### config.mk
export PLATFORM = sky130hd
export DESIGN_NAME = rrb_ctrl
export DESIGN_NICKNAME = d
export VERILOG_FILES = /design/src/rtl/rrb_pkg.sv /design/src/rtl/rrb_match.sv /design/src/rtl/rrb_store.sv /design/src/rtl/rrb_code_fsm.sv /design/src/rtl/rrb_ctrl.sv
export SDC_FILE = /design/constraint.sdc
export NUM_CORES = 1
export LEC_CHECK = 0
export BUFFER_PORTS_ARGS = -buffer_cell sky130_fd_sc_hd__buf_2
export CAP_MARGIN = 20
export CORE_ASPECT_RATIO = 1.5
export CORE_MARGIN = 2
export CORE_UTILIZATION = 25
export CTS_CLUSTER_DIAMETER = 120
export DETAILED_ROUTE_END_ITERATION = 7
export PLACE_DENSITY = 0.61
export SLEW_MARGIN = 0
export SYNTH_ARGS = -nofsm -noshare
export SYNTH_HDL_FRONTEND = slang
export SYNTH_HIERARCHICAL = 1
export SYNTH_SLANG_ARGS = --single-unit
### constraint.sdc
create_clock -name clk -period 3.5 [get_ports clk]
set_input_delay 1.05 -clock clk [delete_from_list [all_inputs] [get_ports clk]]
set_output_delay 1.05 -clock clk [all_outputs]
set_load 0.02 [all_outputs]
### src/rtl/rrb_pkg.sv
package rrb_pkg;
  localparam logic [3:0] CODE_OFF  = 4'b0000;
  localparam logic [3:0] CODE_WAIT = 4'b1010;
  localparam logic [3:0] CODE_PEND = 4'b1110;
endpackage

### src/rtl/rrb_match.sv
module rrb_match #(
  parameter int ID_W  = 29,
  parameter int STD_W = 11
) (
  input  logic            rx_valid,
  input  logic            rx_rtr,
  input  logic            rx_ide,
  input  logic [ID_W-1:0] rx_id,
  input  logic            buf_ide,
  input  logic [ID_W-1:0] buf_id,
  output logic            hit
);
  logic std_eq, ext_eq, id_eq;

  // standard frames compare only the low field
  assign std_eq = (rx_id[STD_W-1:0] == buf_id[STD_W-1:0]);
  assign ext_eq = (rx_id == buf_id);
  assign id_eq  = buf_ide ? ext_eq : std_eq;

  always_comb begin
    hit = 1'b0;
    if (rx_valid && rx_rtr && (rx_ide == buf_ide)) begin
      hit = id_eq;
    end
  end
endmodule

### src/rtl/rrb_store.sv
module rrb_store #(
  parameter int ID_W   = 29,
  parameter int DLC_W  = 4,
  parameter int DATA_W = 64
) (
  input  logic              clk,
  input  logic              rst_n,
  input  logic              wr_en,
  input  logic [ID_W-1:0]   wr_id,
  input  logic              wr_ide,
  input  logic [DLC_W-1:0]  wr_dlc,
  input  logic [DATA_W-1:0] wr_data,
  output logic [ID_W-1:0]   id_q,
  output logic              ide_q,
  output logic [DLC_W-1:0]  dlc_q,
  output logic [DATA_W-1:0] data_q
);
  logic [ID_W-1:0]   id_d;
  logic              ide_d;
  logic [DLC_W-1:0]  dlc_d;
  logic [DATA_W-1:0] data_d;

  always_comb begin
    id_d   = id_q;
    ide_d  = ide_q;
    dlc_d  = dlc_q;
    data_d = data_q;
    if (wr_en) begin
      id_d   = wr_id;
      ide_d  = wr_ide;
      dlc_d  = wr_dlc;
      data_d = wr_data;
    end
  end

  always_ff @(posedge clk or negedge rst_n) begin
    if (!rst_n) begin
      id_q   <= '0;
      ide_q  <= 1'b0;
      dlc_q  <= '0;
      data_q <= '0;
    end else begin
      id_q   <= id_d;
      ide_q  <= ide_d;
      dlc_q  <= dlc_d;
      data_q <= data_d;
    end
  end

  a_r2_fields_loaded: assert property (@(posedge clk) disable iff (!rst_n)
    wr_en |=> (id_q == $past(wr_id)) && (dlc_q == $past(wr_dlc)) && (ide_q == $past(wr_ide)));
endmodule

### src/rtl/rrb_code_fsm.sv
module rrb_code_fsm
  import rrb_pkg::*;
(
  input  logic       clk,
  input  logic       rst_n,
  input  logic       cpu_wr,
  input  logic [3:0] cpu_code,
  input  logic       hit,
  input  logic       rx_valid,
  input  logic       rx_rtr,
  input  logic       tx_ok,
  input  logic       tx_fail,
  output logic [3:0] code_q,
  output logic       tx_req,
  output logic       tx_done
);
  logic [3:0] code_d;
  logic       done_d;

  always_comb begin
    code_d = code_q;
    done_d = 1'b0;
    if (cpu_wr) begin
      code_d = cpu_code;                 // CPU write has priority
    end else begin
      unique case (code_q)
        CODE_WAIT: begin
          if (hit) code_d = CODE_PEND;
        end
        CODE_PEND: begin
          if (tx_ok) begin
            code_d = CODE_WAIT;
            done_d = 1'b1;
          end else if (tx_fail) begin
            code_d = CODE_PEND;          // retry later
          end
        end
        default: code_d = code_q;        // hold
      endcase
    end
  end

  always_ff @(posedge clk or negedge rst_n) begin
    if (!rst_n) begin
      code_q  <= CODE_OFF;
      tx_done <= 1'b0;
    end else begin
      code_q  <= code_d;
      tx_done <= done_d;
    end
  end

  assign tx_req = (code_q == CODE_PEND);

  a_r2_code_written: assert property (@(posedge clk) disable iff (!rst_n)
    cpu_wr |=> (code_q == $past(cpu_code)) && !tx_done);
  a_r3_hit_needs_remote: assert property (@(posedge clk) disable iff (!rst_n)
    hit |-> (rx_valid && rx_rtr));
  a_r3_match_to_pend: assert property (@(posedge clk) disable iff (!rst_n)
    (!cpu_wr && code_q == CODE_WAIT && hit) |=> tx_req);
  a_r6_done_return: assert property (@(posedge clk) disable iff (!rst_n)
    (!cpu_wr && tx_req && tx_ok) |=> (code_q == CODE_WAIT) && tx_done);
  a_r6_single_pulse: assert property (@(posedge clk) disable iff (!rst_n)
    tx_done |=> !tx_done);
  a_r7_retry_hold: assert property (@(posedge clk) disable iff (!rst_n)
    (!cpu_wr && tx_req && !tx_ok) |=> tx_req);
  a_r9_other_hold: assert property (@(posedge clk) disable iff (!rst_n)
    (!cpu_wr && code_q != CODE_WAIT && code_q != CODE_PEND) |=> ($stable(code_q) && !tx_done));
endmodule

### src/rtl/rrb_ctrl.sv
module rrb_ctrl #(
  parameter int ID_W   = 29,
  parameter int STD_W  = 11,
  parameter int DLC_W  = 4,
  parameter int DATA_W = 64
) (
  input  logic              clk,
  input  logic              rst_n,
  input  logic              cpu_wr,
  input  logic [3:0]        cpu_code,
  input  logic [ID_W-1:0]   cpu_id,
  input  logic              cpu_ide,
  input  logic [DLC_W-1:0]  cpu_dlc,
  input  logic [DATA_W-1:0] cpu_data,
  input  logic              rx_valid,
  input  logic              rx_rtr,
  input  logic              rx_ide,
  input  logic [ID_W-1:0]   rx_id,
  input  logic              tx_ok,
  input  logic              tx_fail,
  output logic [3:0]        code,
  output logic              tx_req,
  output logic              tx_done,
  output logic [ID_W-1:0]   tx_id,
  output logic              tx_ide,
  output logic [DLC_W-1:0]  tx_dlc,
  output logic [DATA_W-1:0] tx_data
);
  logic hit;

  rrb_store #(.ID_W(ID_W), .DLC_W(DLC_W), .DATA_W(DATA_W)) u_store (
    .clk(clk), .rst_n(rst_n), .wr_en(cpu_wr),
    .wr_id(cpu_id), .wr_ide(cpu_ide), .wr_dlc(cpu_dlc), .wr_data(cpu_data),
    .id_q(tx_id), .ide_q(tx_ide), .dlc_q(tx_dlc), .data_q(tx_data)
  );

  rrb_match #(.ID_W(ID_W), .STD_W(STD_W)) u_match (
    .rx_valid(rx_valid), .rx_rtr(rx_rtr), .rx_ide(rx_ide), .rx_id(rx_id),
    .buf_ide(tx_ide), .buf_id(tx_id), .hit(hit)
  );

  rrb_code_fsm u_fsm (
    .clk(clk), .rst_n(rst_n), .cpu_wr(cpu_wr), .cpu_code(cpu_code),
    .hit(hit), .rx_valid(rx_valid), .rx_rtr(rx_rtr),
    .tx_ok(tx_ok), .tx_fail(tx_fail),
    .code_q(code), .tx_req(tx_req), .tx_done(tx_done)
  );

  a_r1_quiet_after_reset: assert property (@(posedge clk) disable iff (!rst_n)
    (code == 4'b0000) |-> (!tx_req && !tx_done));
endmodule

==> metrics.txt <==
startpoint types input pin; largest net degree at the start of global routing 105; initial core utilization 0.255; Worst-Margin Slew ~0.66 ns; P&R area growth vs syn 40.1%; adder-cell share of the synthesized area 0; nets between 600 and 700; vias in the first global route between 3,000 and 4,000; n_diodes 0; endpoints failing hold 0; WP data required 3.78 ns; xor and xnor area share after synthesis 0.0615; Relative slew margins 0.560; Min Clock Period, post-route between 2 and 2.5 ns; starting DRC count in detailed routing 56; Commonest cells post-synth dfrtp_1, mux2_2, xnor2_1, mux2_4, xor2_1; CTS clk-pin slew, worst paths ~0.080 ns; post-synth top area cell dfrtp_1; HP Class reg2reg; post-cts hold buffer count 0; Worst Setup Slack, final roughly 1.0 ns; Die Footprint 0.0182 mm2; number of H-tree levels 3; top cell type's share of synthesized area 0.603; fraction of layout cells with a size suffix above 1 0.712; f_max between 400 and 500 MHz; kind of cell adding the most delay to the critical path simple AND/OR/NAND/NOR gates; Place WS around 0.61 ns; status completed; clock root buffer clkbuf_16; CP Max Fanout 1; Pwr Total 2.96 mW; Ys Warns 6; fin crit share 0.713; Top FF cell, synth dfrtp_1; clock buffer depth 2; DR WL/cell roughly 15 um; core area around 0.017 mm2; Clock Latency Late Sink approximately 0.34 ns; CP endpoint kind flop; post-synthesis mux area share 0.284; Final TNS setup 0 ns; Die Wd ~110 um; P_leak a little under 3 nW; maximum VDD drop about 0.19 mV; gr usage total 0.115; routed vias/inst 4.24; RSZ-0062 raised after global routing no; Max-Cap Viols 0; Netlist Area Pre-Place between 0.004 and 0.005 mm2; Max Slew Vio Count 0; slowest cell delay on critical path 0.47 ns; CP max stage cell a2111oi_2; routability congestion estimate from global placement 0.817; post-CTS setup repair buffer count 0; DRT Pass-1 Iters 4; Seq/Total Area, Yosys 0.603; Syn Nets 402; pwr/cell area 494 mW/mm2; cell count after synthesis ~260; fill count 1,663; Buf/Inv on CP 1; Rows 58; synthesized flop and latch total between 100 and 150; count leader, synth dfrtp_1; GR Overflow Total 0; synth unique cells 20; top post-synthesis cells by area dfrtp_1, mux2_2, mux2_4; simple-gate share of the synthesized area 0.0240; synthesized area per cell 16.3 um2; WP data arrival between 2 and 3 ns; final setup vio count 0; CTS Buf Count 9; Placed Instances roughly 700; largest family of logic cells by synthesized area multiplexers; Die Y between 150 and 200 um; initial antenna violation count 0; Post-Layout Cell Count roughly 700; Port Buffers approximately 240; clock tree sinks ~100; CP Cell Sequence buf_2 > xor2_1 > nor4_2 > nand4_1 > a2111oi_2 > and4b_2 > o2bb2ai_2 > o21ai_2; Antenna Nets Post-Route 0; wirelength, routed ~11,000 um; post-DP HPWL ~8200 um; IO Pins around 240; Vias between 3,000 and 4,000; Synth Area in Compound Gates 0.00907; worst clock skew ~0.012 ns; cts repair resizes 0; DRC 0; global-route wire length before repair about 17,000 um; TritonCTS clock tree yes; asr flop ratio synth 1.00; Worst Path Class, Setup in2reg; Post-synth EDFFs 0
## metrics by stage
step                cell area [um2]  utilization  hold slack [ns]
CTS                            5990        0.357            0.507
global route                   5990        0.357            0.521
global placement               5710        0.340            0.486
floorplan                      4270            -            0.635
detailed placement             5710        0.340            0.490
finish                         5990        0.357            0.500
## power by group
group	switching, mW	total, mW	internal [mW]
clock network	0.463	0.954	0.491
registers	0.0806	1.39	1.31
logic	0.325	0.614	0.289
total	0.869	2.96	2.09
## cell usage in the layout (no fill, tap or decap)
cell / netlist / routed
buf_12: 0 / 2
o2bb2ai_2: 1 / 1
nor2_1: 1 / 1
mux2_4: 20 / 20
mux2_1: 2 / 2
nand4_1: 6 / 6
and4b_2: 1 / 1
nor4_2: 1 / 1
and4b_4: 1 / 1
mux2_2: 79 / 79
a2111oi_2: 1 / 1
clkinvlp_4: 0 / 2
inv_8: 0 / 2
buf_4: 0 / 2
buf_2: 7 / 239
nand2_1: 2 / 2
clkbuf_16: 0 / 9
dfrtp_1: 103 / 103
clkinv_4: 0 / 2
xor2_1: 8 / 8
nor3_1: 1 / 1
o21ai_2: 1 / 1
nor4_1: 1 / 1
nand3_1: 1 / 1
xnor2_1: 22 / 22
## flip-flops by register name (all words and copies together), names as in the netlist
register,flops
u_store/id_q,29
u_fsm/code_q,4
u_store/ide_q,1
u_fsm/tx_done,1
u_store/dlc_q,4
u_store/data_q,64
## worst register-to-register path: stages, from the launching register on
cell	delay (ns)
dfrtp_1	0.42
xor2_1	0.18
nor4_2	0.32
nand4_1	0.22
a2111oi_2	0.47
and4b_2	0.31
o2bb2ai_2	0.07
o21ai_2	0.09
## per-layer routing
layer | up-vias | track usage | share of wire
met5 | - | 0 | 0
met4 | 0 | 0.0415 | 0.012
met3 | 10 | 0.0402 | 0.069
li1 | 1413 | - | -
met1 | 1492 | 0.120 | 0.36
met2 | 139 | 0.215 | 0.56
## final cells by class
cell class | instances | area [um2] | share of cell area
Clock buffer | 9 | 225 | 0.0376
Clock inverter | 6 | 55.1 | 0.00919
Multi-Input combinational cell | 149 | 1620 | 0.270
Sequential cell | 103 | 2580 | 0.430
Tap cell | 210 | 263 | 0.0439
Timing Repair Buffer | 243 | 1250 | 0.209
## logic make-up (layout without fill, tap and decap cells)
| group | after synthesis | after routing |
|---|---|---|
| AO/OA/AOI/OAI | 3 | 3 |
| flip-flops | 103 | 103 |
| XOR/XNOR | 30 | 30 |
| multiplexers | 101 | 101 |
| buffers and inverters | 11 | 258 |
| AND/OR/NAND/NOR | 15 | 15 |
## final timing paths
path | startpoint | to | slack [ns] | depth (start not counted)
hold / removal | u_store/dlc_q[3]$_DFFE_PN0P_ | u_store/dlc_q[3]$_DFFE_PN0P_ | 0.50 | 1
hold reg to reg | u_store/dlc_q[3]$_DFFE_PN0P_ | u_store/dlc_q[3]$_DFFE_PN0P_ | 0.50 | 1
max in group asynchronous | rst_n | u_store/id_q[5]$_DFFE_PN0P_ | 2.06 | 2
min in group asynchronous | rst_n | u_store/data_q[40]$_DFFE_PN0P_ | 0.72 | 1
setup reg to reg | u_store/id_q[27]$_DFFE_PN0P_ | u_fsm/code_q[2]$_DFFE_PN0P_ | 1.36 | 7
setup / recovery | rx_id[27] | u_fsm/code_q[2]$_DFFE_PN0P_ | 1.01 | 8
No activity file was read; power rests on OpenSTA's default activity.
